[src/rtl/cop_host_pkg.sv]
package cop_host_pkg;
  localparam int CNT_W = 3;

  typedef enum logic [1:0] {
    CMD_INSTR = 2'b00,
    CMD_DATA  = 2'b01,
    CMD_AUX   = 2'b10,
    CMD_NONE  = 2'b11
  } host_cmd_e;

  // memory-format field to operand length in words
  function automatic logic [CNT_W-1:0] fmt_words(input logic [1:0] fmt);
    case (fmt)
      2'b00:   return CNT_W'(2);
      2'b01:   return CNT_W'(2);
      2'b10:   return CNT_W'(4);
      default: return CNT_W'(1);
    endcase
  endfunction
endpackage

[src/rtl/cop_sync.sv]
module cop_sync #(
  parameter int W = 1,
  parameter int STAGES = 2,
  parameter logic [W-1:0] RST_VAL = '0
) (
  input  logic         clk,
  input  logic         rst_n,
  input  logic [W-1:0] d,
  output logic [W-1:0] q
);
  logic [W-1:0] stg [STAGES];

  always_ff @(posedge clk or negedge rst_n) begin
    if (!rst_n) begin
      for (int i = 0; i < STAGES; i++) stg[i] <= RST_VAL;
    end else begin
      stg[0] <= d;
      for (int i = 1; i < STAGES; i++) stg[i] <= stg[i-1];
    end
  end

  assign q = stg[STAGES-1];
endmodule

[src/rtl/cop_xfer_chan.sv]
module cop_xfer_chan
  import cop_host_pkg::*;
(
  input  logic       clk,
  input  logic       rst_n,
  input  logic       start_i,
  input  logic [1:0] fmt_i,
  input  logic       xfer_begin_i,
  input  logic       xfer_end_i,
  input  logic       ack_rise_i,
  input  logic       cnt_only_i,
  output logic       req_o
);
  logic [CNT_W-1:0] cnt_q;
  logic             req_q;

  always_ff @(posedge clk or negedge rst_n) begin
    if (!rst_n) begin
      cnt_q <= '0;
      req_q <= 1'b0;
    end else if (start_i) begin
      cnt_q <= fmt_words(fmt_i);
      req_q <= 1'b1;
    end else if (xfer_end_i && cnt_q != '0) begin
      cnt_q <= cnt_q - CNT_W'(1);
      req_q <= (cnt_q > CNT_W'(1));
    end else if (xfer_begin_i) begin
      req_q <= 1'b0;
    end else if (ack_rise_i && !cnt_only_i && cnt_q == CNT_W'(1)) begin
      req_q <= 1'b0;
    end
  end

  assign req_o = req_q;

  // a request is never raised with no words pending
  a_r7_req_has_words: assert property (@(posedge clk) disable iff (!rst_n)
    req_o |-> cnt_q != '0);

  // in counting-only mode acknowledge cannot move the request
  a_r11_ack_masked: assert property (@(posedge clk) disable iff (!rst_n)
    (cnt_only_i && !start_i && !xfer_begin_i && !xfer_end_i) |=> $stable(req_o));

  // acknowledge before the last word leaves the request alone
  a_r10_early_ack: assert property (@(posedge clk) disable iff (!rst_n)
    (ack_rise_i && cnt_q > CNT_W'(1) && !start_i && !xfer_begin_i && !xfer_end_i)
      |=> $stable(req_o));

  // a completed transfer counts off exactly one word
  a_r8_count_step: assert property (@(posedge clk) disable iff (!rst_n)
    (xfer_end_i && !start_i && cnt_q != '0) |=> cnt_q == $past(cnt_q) - CNT_W'(1));
endmodule

[src/rtl/cop_busy_ctl.sv]
module cop_busy_ctl (
  input  logic clk,
  input  logic rst_n,
  input  logic instr_end_i,
  input  logic done_i,
  input  logic err_i,
  output logic busy_o,
  output logic err_o
);
  logic busy_q, err_q;

  always_ff @(posedge clk or negedge rst_n) begin
    if (!rst_n) begin
      busy_q <= 1'b0;
      err_q  <= 1'b0;
    end else begin
      err_q <= err_i;
      if (instr_end_i)                 busy_q <= 1'b1;
      else if (done_i || err_q)        busy_q <= 1'b0;
    end
  end

  assign busy_o = busy_q;
  assign err_o  = err_q;

  // busy is released the cycle after the error flag is seen
  a_r6_release_after_err: assert property (@(posedge clk) disable iff (!rst_n)
    (busy_o && err_o && !instr_end_i) |=> !busy_o);

  // busy only rises from a completed instruction write
  a_r5_busy_cause: assert property (@(posedge clk) disable iff (!rst_n)
    $rose(busy_o) |-> $past(instr_end_i));
endmodule

[src/rtl/cop_host_if.sv]
module cop_host_if
  import cop_host_pkg::*;
#(
  parameter int DATA_W = 16,
  parameter int SYNC_STAGES = 2
) (
  input  logic              clk,
  input  logic              rst_n,
  input  logic              sel_lo_n_i,
  input  logic              sel_hi_i,
  input  logic [1:0]        cmd_i,
  input  logic              rd_n_i,
  input  logic              wr_n_i,
  input  logic              ack_i,
  input  logic              cnt_only_i,
  input  logic [DATA_W-1:0] hdata_i,
  output logic [DATA_W-1:0] hdata_o,
  output logic              hdata_oe_o,
  output logic              busy_o,
  output logic              err_o,
  output logic              req_o,
  output logic              cw_valid_o,
  input  logic              cw_ready_i,
  output logic [DATA_W-1:0] cw_data_o,
  output logic [1:0]        cw_cmd_o,
  input  logic              cr_valid_i,
  output logic              cr_ready_o,
  input  logic [DATA_W-1:0] cr_data_i,
  input  logic              op_start_i,
  input  logic [1:0]        op_fmt_i,
  input  logic              exec_done_i,
  input  logic              exec_err_i
);
  localparam int SW = 7;
  localparam logic [SW-1:0] SYNC_RST = 7'b1011110;

  logic [SW-1:0] sync_q;
  logic          s_sel_n, s_sel, s_rd_n, s_wr_n, s_ack;
  logic [1:0]    s_cmd;
  logic          p_rd_n, p_wr_n, p_ack;

  cop_sync #(.W(SW), .STAGES(SYNC_STAGES), .RST_VAL(SYNC_RST)) u_sync (
    .clk  (clk),
    .rst_n(rst_n),
    .d    ({sel_lo_n_i, sel_hi_i, cmd_i, rd_n_i, wr_n_i, ack_i}),
    .q    (sync_q)
  );

  assign {s_sel_n, s_sel, s_cmd, s_rd_n, s_wr_n, s_ack} = sync_q;

  always_ff @(posedge clk or negedge rst_n) begin
    if (!rst_n) begin
      p_rd_n <= 1'b1;
      p_wr_n <= 1'b1;
      p_ack  <= 1'b0;
    end else begin
      p_rd_n <= s_rd_n;
      p_wr_n <= s_wr_n;
      p_ack  <= s_ack;
    end
  end

  logic rd_fall, rd_rise, wr_fall, wr_rise, ack_rise, selected;
  assign rd_fall  = p_rd_n & ~s_rd_n;
  assign rd_rise  = ~p_rd_n & s_rd_n;
  assign wr_fall  = p_wr_n & ~s_wr_n;
  assign wr_rise  = ~p_wr_n & s_wr_n;
  assign ack_rise = s_ack & ~p_ack;
  assign selected = ~s_sel_n & s_sel & (s_cmd != CMD_NONE);

  // transfer tracking: one begin and one end per selected strobe
  logic       act_q, act_rd_q;
  logic [1:0] act_cmd_q;
  logic       begin_ev, end_ev;

  assign begin_ev = !act_q && selected && (rd_fall || wr_fall);
  assign end_ev   = act_q && (act_rd_q ? rd_rise : wr_rise);

  always_ff @(posedge clk or negedge rst_n) begin
    if (!rst_n) begin
      act_q     <= 1'b0;
      act_rd_q  <= 1'b0;
      act_cmd_q <= CMD_NONE;
    end else if (begin_ev) begin
      act_q     <= 1'b1;
      act_rd_q  <= ~wr_fall;
      act_cmd_q <= s_cmd;
    end else if (end_ev) begin
      act_q     <= 1'b0;
    end
  end

  // write stream hold
  logic              wh_valid_q;
  logic [DATA_W-1:0] wh_data_q;
  logic [1:0]        wh_cmd_q;

  always_ff @(posedge clk or negedge rst_n) begin
    if (!rst_n) begin
      wh_valid_q <= 1'b0;
      wh_data_q  <= '0;
      wh_cmd_q   <= CMD_NONE;
    end else if (begin_ev && wr_fall) begin
      wh_valid_q <= 1'b1;
      wh_data_q  <= hdata_i;
      wh_cmd_q   <= s_cmd;
    end else if (wh_valid_q && cw_ready_i) begin
      wh_valid_q <= 1'b0;
    end
  end

  assign cw_valid_o = wh_valid_q;
  assign cw_data_o  = wh_data_q;
  assign cw_cmd_o   = wh_cmd_q;

  // read stream hold
  logic              rh_full_q;
  logic [DATA_W-1:0] rh_data_q;

  always_ff @(posedge clk or negedge rst_n) begin
    if (!rst_n) begin
      rh_full_q <= 1'b0;
      rh_data_q <= '0;
    end else if (end_ev && act_rd_q && rh_full_q) begin
      rh_full_q <= 1'b0;
    end else if (!rh_full_q && cr_valid_i) begin
      rh_full_q <= 1'b1;
      rh_data_q <= cr_data_i;
    end
  end

  assign cr_ready_o = ~rh_full_q;
  assign hdata_o    = rh_data_q;
  assign hdata_oe_o = act_q & act_rd_q;

  cop_xfer_chan u_chan (
    .clk         (clk),
    .rst_n       (rst_n),
    .start_i     (op_start_i),
    .fmt_i       (op_fmt_i),
    .xfer_begin_i(begin_ev && s_cmd == CMD_DATA),
    .xfer_end_i  (end_ev && act_cmd_q == CMD_DATA),
    .ack_rise_i  (ack_rise),
    .cnt_only_i  (cnt_only_i),
    .req_o       (req_o)
  );

  cop_busy_ctl u_busy (
    .clk        (clk),
    .rst_n      (rst_n),
    .instr_end_i(end_ev && !act_rd_q && act_cmd_q == CMD_INSTR),
    .done_i     (exec_done_i),
    .err_i      (exec_err_i),
    .busy_o     (busy_o),
    .err_o      (err_o)
  );

  // nothing starts while the device is not selected
  a_r1_unselected_idle: assert property (@(posedge clk) disable iff (!rst_n)
    (!act_q && (s_sel_n || !s_sel)) |=> !act_q);

  // the no-action command never starts a transfer
  a_r2_cmd_none_idle: assert property (@(posedge clk) disable iff (!rst_n)
    (!act_q && s_cmd == CMD_NONE) |=> !act_q);

  // a stalled write word stays put
  a_r3_hold_stable: assert property (@(posedge clk) disable iff (!rst_n)
    (cw_valid_o && !cw_ready_i) |=> (cw_valid_o && $stable(cw_data_o) && $stable(cw_cmd_o)));

  // input assumption, the core drains before the next write begins
  a_r3_no_overrun: assert property (@(posedge clk) disable iff (!rst_n)
    (cw_valid_o && !cw_ready_i) |-> !(begin_ev && wr_fall));

  // the read drive only opens after a seen read strobe
  a_r4_oe_cause: assert property (@(posedge clk) disable iff (!rst_n)
    $rose(hdata_oe_o) |-> $past(rd_fall));
endmodule

[config.mk]
export PLATFORM = sky130hd
export DESIGN_NAME = cop_host_if
export DESIGN_NICKNAME = d
export VERILOG_FILES = /design/src/rtl/cop_host_pkg.sv /design/src/rtl/cop_sync.sv /design/src/rtl/cop_xfer_chan.sv /design/src/rtl/cop_busy_ctl.sv /design/src/rtl/cop_host_if.sv
export SDC_FILE = /design/constraint.sdc
export NUM_CORES = 1
export LEC_CHECK = 0
export CORE_ASPECT_RATIO = 1.75
export CORE_MARGIN = 2
export CORE_UTILIZATION = 35
export DETAILED_ROUTE_END_ITERATION = 10
export DONT_BUFFER_PORTS = 1
export SYNTH_ARGS = -nofsm -noshare
export SYNTH_HDL_FRONTEND = slang
export SYNTH_SLANG_ARGS = --single-unit
[constraint.sdc]
create_clock -name clk -period 2.1 [get_ports clk]
set_input_delay 0.21 -clock clk [delete_from_list [all_inputs] [get_ports clk]]
set_output_delay 0.21 -clock clk [all_outputs]
set_load 0.03 [all_outputs]
### Yosys cells after proc, flatten, opt, wreduce, memory -nomap -nowiden

Cells that the tools add are included.
Widths: inputs -> output; s select.

| word-level totals | value |
|---|---|
| flip-flop bits (word level) | 63 |
| bits of input ports | 49 |
| output and inout port bits | 40 |

| operators by class | value |
|---|---|
| add/sub/neg operators | 1 |
| $lt $le $gt $ge | 1 |
| eq/ne operators | 6 |
| mux-type cells | 16 |
| bitwise operators | 17 |
| reduce and logical (&&, ||, !) cells | 32 |

Operators with widths:

| cell | number |
|---|---|
| $logic_and 1x1->1 | 15 |
| $mux 1 | 13 |
| $reduce_bool 2->1 | 5 |
| $not 1->1 | 9 |
| $and 1x1->1 | 8 |
| $eq 2x1->1 const B | 3 |
| $mux 3 | 2 |
| $pmux 3 s2 | 1 |
| $logic_not 1->1 | 4 |
| $logic_not 2->1 | 2 |
| $reduce_bool 4->1 | 1 |
| $eq 3x1->1 const B | 1 |
| $gt 3x1->1 const B | 1 |
| $reduce_bool 3->1 | 1 |
| $sub 3x1->3 const B | 1 |
| $eq 2x2->1 const B | 1 |
| $logic_or 1x1->1 | 2 |
| $ne 2x2->1 const B | 1 |
| $reduce_and 2->1 | 1 |
| $reduce_or 2->1 | 1 |

### Logic depth before layout (Yosys ltp)

| logic depth | value |
|---|---|
| depth after elaboration | 9 |
| mapped depth | 6 |
| mapped depth without buffers | 6 |

### Cells and area by module

From an unflattened synthesis, not the netlist that was laid out.

| unflattened totals | value |
|---|---|
| cell total of the unflattened synthesis | 162 |
| area total of the unflattened synthesis | 2,473.6 um2 |

By module, submodules not included:

| module | instances | cells an instance | area each (um2) | seq. area each (um2) |
|---|---|---|---|---|
| cop_host_if | 1 | 107 | 1,716.6 | 1,083.5 |
| cop_sync | 1 | 21 | 415.4 | 362.8 |
| cop_xfer_chan | 1 | 30 | 280.3 | 100.1 |
| cop_busy_ctl | 1 | 4 | 61.3 | 50.0 |

### Worst setup path before layout

OpenSTA, ideal clock, no wires.

| timing path | value |
|---|---|
| kind | register -> register |
| from | register u_sync.stg (netlist bit u_sync.q[1]) |
| to | register u_chan.req_q (netlist: u_chan.req_o) |
| arrival time | 1.436 ns |
| required time | 1.974 ns |
| path slack | 0.538 ns |
| stages on the path, launching flop included | 5 |
| clock period less this slack | 1.562 ns |
| cell sequence | dfstp_2 -> nor3b_2 -> o2111ai_4 -> o311a_1 -> a221o_1 |

| between the ends | value |
|---|---|
| word-level cells in the longest chain between the ends | 8 |
| elaborated cells on any way between the ends | 14 |
| classes of those cells | mux (4); bitwise (3); reduce/logical (7) |

RTL lines:

| item | line | RTL |
|---|---|---|
| start, declared | cop_sync.sv:11 | `logic [W-1:0] stg [STAGES];` |
| $not 1->1 | cop_host_if.sv:66 | `assign wr_fall = p_wr_n & ~s_wr_n;` |
| $and 1x1->1 | cop_host_if.sv:66 |  |
| $logic_or 1x1->1 | cop_host_if.sv:76 | `assign begin_ev = !act_q && selected && (rd_fall \|\| wr_fall);` |
| $logic_and 1x1->1 | cop_host_if.sv:76 |  |
| $logic_and 1x1->1 | cop_host_if.sv:141 | `.xfer_begin_i(begin_ev && s_cmd == CMD_DATA),` |
| $mux 1 | cop_xfer_chan.sv:27 | `end else if (xfer_begin_i) begin` |
| $mux 1 | cop_xfer_chan.sv:24 | `end else if (xfer_end_i && cnt_q != '0) begin` |
| $mux 1 | cop_xfer_chan.sv:21 | `end else if (start_i) begin` |
| end signal, assigned | cop_xfer_chan.sv:26 | `req_q <= (cnt_q > CNT_W'(1));` |
| end, declared | cop_xfer_chan.sv:15 | `logic req_q;` |

Parallel ways exist; a longest one is shown, timed or not.
A chain may end at the register's enable or synchronous reset.

### Final worst setup path

Ends and elaborated chain as after synthesis.

==> key figures <==
Status
  – Status: completed

Timing
  – WHS: 0.0250 ns
  – Fmax: around 0.59 GHz
  – Clock Skew: 0.00304 ns
  – Fin. max-slew vios: 0
  – Slew headroom: 0.755
  – RSZ-0062 raised after global routing: no
  – Worst-margin pin slew: 0.368 ns
  – Setup TNS: 0 ns
  – Min cycle time layout: 1.68 ns
  – Hold Fails Final Rpt: 0
  – Setup Viol. Count Final: 0
  – Period utilization: 0.801

Route
  – Via count: 1,291
  – Drt via density: slightly below 5
  – Drt first pass iters: 4
  – Antenna viol nets, final: 0
  – Final wirelength: between 4000 and 5000 um
  – WL per Instance: 17.4 um
  – Drt drc: 0
  – Initial drt markers: 85

Critical path
  – CP top delay family: compound AO/OA/AOI/OAI gates
  – Crit-path slowest cell: dfstp_2
  – Critical Path Sink Type: flop
  – Crit path cell chain: nor3b_2, o2111ai_4, o311a_1, a221o_1
  – WP data required: 2.30 ns
  – Worst R2R Path Depth: 4
  – FF-to-FF Start: u_sync.q[1]$_DFF_PN1_
  – Crit path max fanout: 5
  – Critical Path AT: 1.88 ns
  – Worst reg2reg path endpoint: u_chan.req_o$_DFFE_PN0P_
  – Reg-to-reg slack, setup: roughly 0.42 ns
  – Startpoint Class: flop
  – Crit path buffers/inverters: 0
  – Worst setup path class: flop to flop
  – Crit path largest cell delay: ~0.54 ns

Yosys
  – Mean area per synthesized cell: 16.1 um2
  – Yosys cell types: 35
  – Mapped cell area: 0.00248 mm2
  – Seq/Total Area, Yosys: 0.643
  – Ys flop type: dfrtp_1
  – Synth async-reset ratio: 1.00
  – Synth Register Bits: 63
  – Ys Warns: 0
  – Mapped Nets: about 210
  – EDFF count, synth: 0
  – Synthesized instance count: 154

Power and ir drop
  – Int Pwr: 0.00288 W
  – Static leakage: 1.34 nW
  – Sequential fraction of design power: 0.552
  – Pwr Total: 0.00440 W
  – Cell Pwr Density: around 1500 mW/mm2
  – Comb power frac: 0.140
  – Psw: 0.00153 W
  – Worst vdd rail ir drop: approximately 0.0009 V
  – Sw Share: 0.347
  – Clock Power Share: 0.307

Run
  – Maxcap violations: 0

Floorplanning
  – Initial core utilization: 0.362
  – Die area: 0.00780 mm2
  – Die H: 115 um
  – Placeable Area: 0.00686 mm2
  – Top-Level Pins: 89
  – Standard-cell rows: 40
  – Die X-Extent: 67.6 um

Global route
  – Largest net degree at the start of global routing: 64
  – First-pass GRT wire length: 7510 um
  – Antenna violations before repair: 0
  – Number of global-route vias before repair: 1,517
  – Grt total ovfl: 0
  – GRT Total Usage: 0.134

CTS
  – Postcts setup bufs: 0
  – # hold bufs at CTS: 13
  – TritonCTS clock tree: yes
  – Reg clk slew, reported paths: 0.05 ns
  – CTS resizes: 0
  – TritonCTS Buffers: 9
  – Root buffer cell: clkbuf_16
  – Clk buf depth: 2
  – CTS H-tree lvls: 3
  – Clock sinks: 63
  – Worst skew pair latency: around 0.32 ns

Cells and area
  – # diodes: 0
  – Commonest non-fill, non-tap cell in the layout: dfrtp_1
  – Commonest non-fill, non-tap cells in the layout: dfrtp_1, mux2_4, mux2_2, dfstp_2, dlygate4sd3_1
  – Share of post-route cells with drive strength above 1: 0.392
  – Register area: 0.00160 mm2
  – P&R area growth vs syn: 21.0%
  – # nets final: between 200 and 250
  – Multi-input gate area: 811 um2
  – Final std cells w/o fill: 265
  – Fillers: 618

Hold path
  – Hold Crit Depth: 1
  – Hold Crit Class: primary input to flop
  – WHS Endpoint: u_chan.cnt_q[0]$_DFFE_PN0P_
  – Worst hold start: op_start_i

Placement
  – Cells after DPL: 236
  – GPL Wtd Cong: roughly 0.75
  – Number of port buffers: 0
  – Hpwl dp: approximately 3300 um
-- how the worst max path moves through the flow --
stage / endpoint / from / cells past startpoint
2_1_floorplan: u_chan.req_o$_DFFE_PN0P_ / u_sync.q[1]$_DFF_PN1_ / 4
3_3_place_gp: cw_data_o[9]$_DFFE_PN0P_ / act_q$_DFFE_PN0P_ / 4
3_5_place_dp: cw_data_o[9]$_DFFE_PN0P_ / act_q$_DFFE_PN0P_ / 4
6_report: u_chan.req_o$_DFFE_PN0P_ / u_sync.q[1]$_DFF_PN1_ / 4
4_1_cts: u_chan.req_o$_DFFE_PN0P_ / u_sync.q[1]$_DFF_PN1_ / 4
5_1_grt: u_chan.req_o$_DFFE_PN0P_ / u_sync.q[1]$_DFF_PN1_ / 4
-- kinds of logic (layout without fill, tap and decap cells) --
family                     after synthesis  after routing  share of synthesized area
AOI/OAI and AO/OA                       15             15                     0.0600
and+or+nand+nor                         19             19                     0.0494
buffers and inverters                   15             42                     0.0298
xor gates and xnor gates                 1              1                    0.00353
DFF                                     63             63                      0.643
adders and majority gates                3              3                     0.0151
muxes                                   38             38                      0.199
-- routing by layer --
metal,part of all wire,global-route usage
met3,0.093,0.0626
met5,0,0
met1,0.36,0.144
met2,0.52,0.207
met4,0.028,0.0912
-- power by group through the flow --
stage                     registers (W)  logic [W]  clock network (W)
final                           0.00243   0.000618            0.00135
after global routing            0.00248   0.000679            0.00146
after CTS                       0.00244   0.000628            0.00141
after detailed placement        0.00245   0.000584                  0
after global placement          0.00244   0.000548                  0
after floorplan                 0.00236   0.000520                  0
-- Yosys cell counts (2+ instances only) --
cell	n	area [um2]
buf_2	2	10.0
buf_6	2	22.5
dfrtp_1	47	1180
dfstp_2	16	420
ha_1	3	37.5
inv_1	10	37.5
mux2_1	2	22.5
mux2_2	16	180
mux2_4	18	270
mux2i_1	2	20.0
nand2_1	2	7.51
nand3_1	3	15.0
nand3b_1	2	15.0
nor2_1	3	11.3
nor3b_1	2	15.0
o21ai_0	4	20.0
o31ai_1	2	15.0
-- flip-flops by register name, summed over array words and instances (netlist names), 2 cells and up --
register and count:
u_sync.stg 7, u_chan.cnt_q 3, cw_cmd_o 2, cw_data_o 16, hdata_o 16, act_cmd_q 2
u_sync.q 7
-- worst reg2reg max path, stage by stage (launching register included) --
cell	delay (ns)
dfstp_2	0.54
nor3b_2	0.31
o2111ai_4	0.20
o311a_1	0.17
a221o_1	0.34
-- area by class of cell --
| cell class | count | share of cell area |
|---|---|---|
| Clock buffer | 16 | 0.0938 |
| Inverter | 10 | 0.0125 |
| Multi-Input combinational cell | 76 | 0.270 |
| Sequential cell | 63 | 0.532 |
| Tap cell | 84 | 0.0350 |
| Timing Repair Buffer | 16 | 0.0567 |
-- through the flow --
stage	worst slack (ns)	area [um2]	util
final	0.417	3000	0.438
after detailed placement	0.438	2570	0.375
after floorplan	0.538	2480	-
after CTS	0.418	3000	0.438
after global placement	0.454	2570	0.375
after global routing	0.333	3000	0.438
No activity file was read; power rests on OpenSTA's default activity.
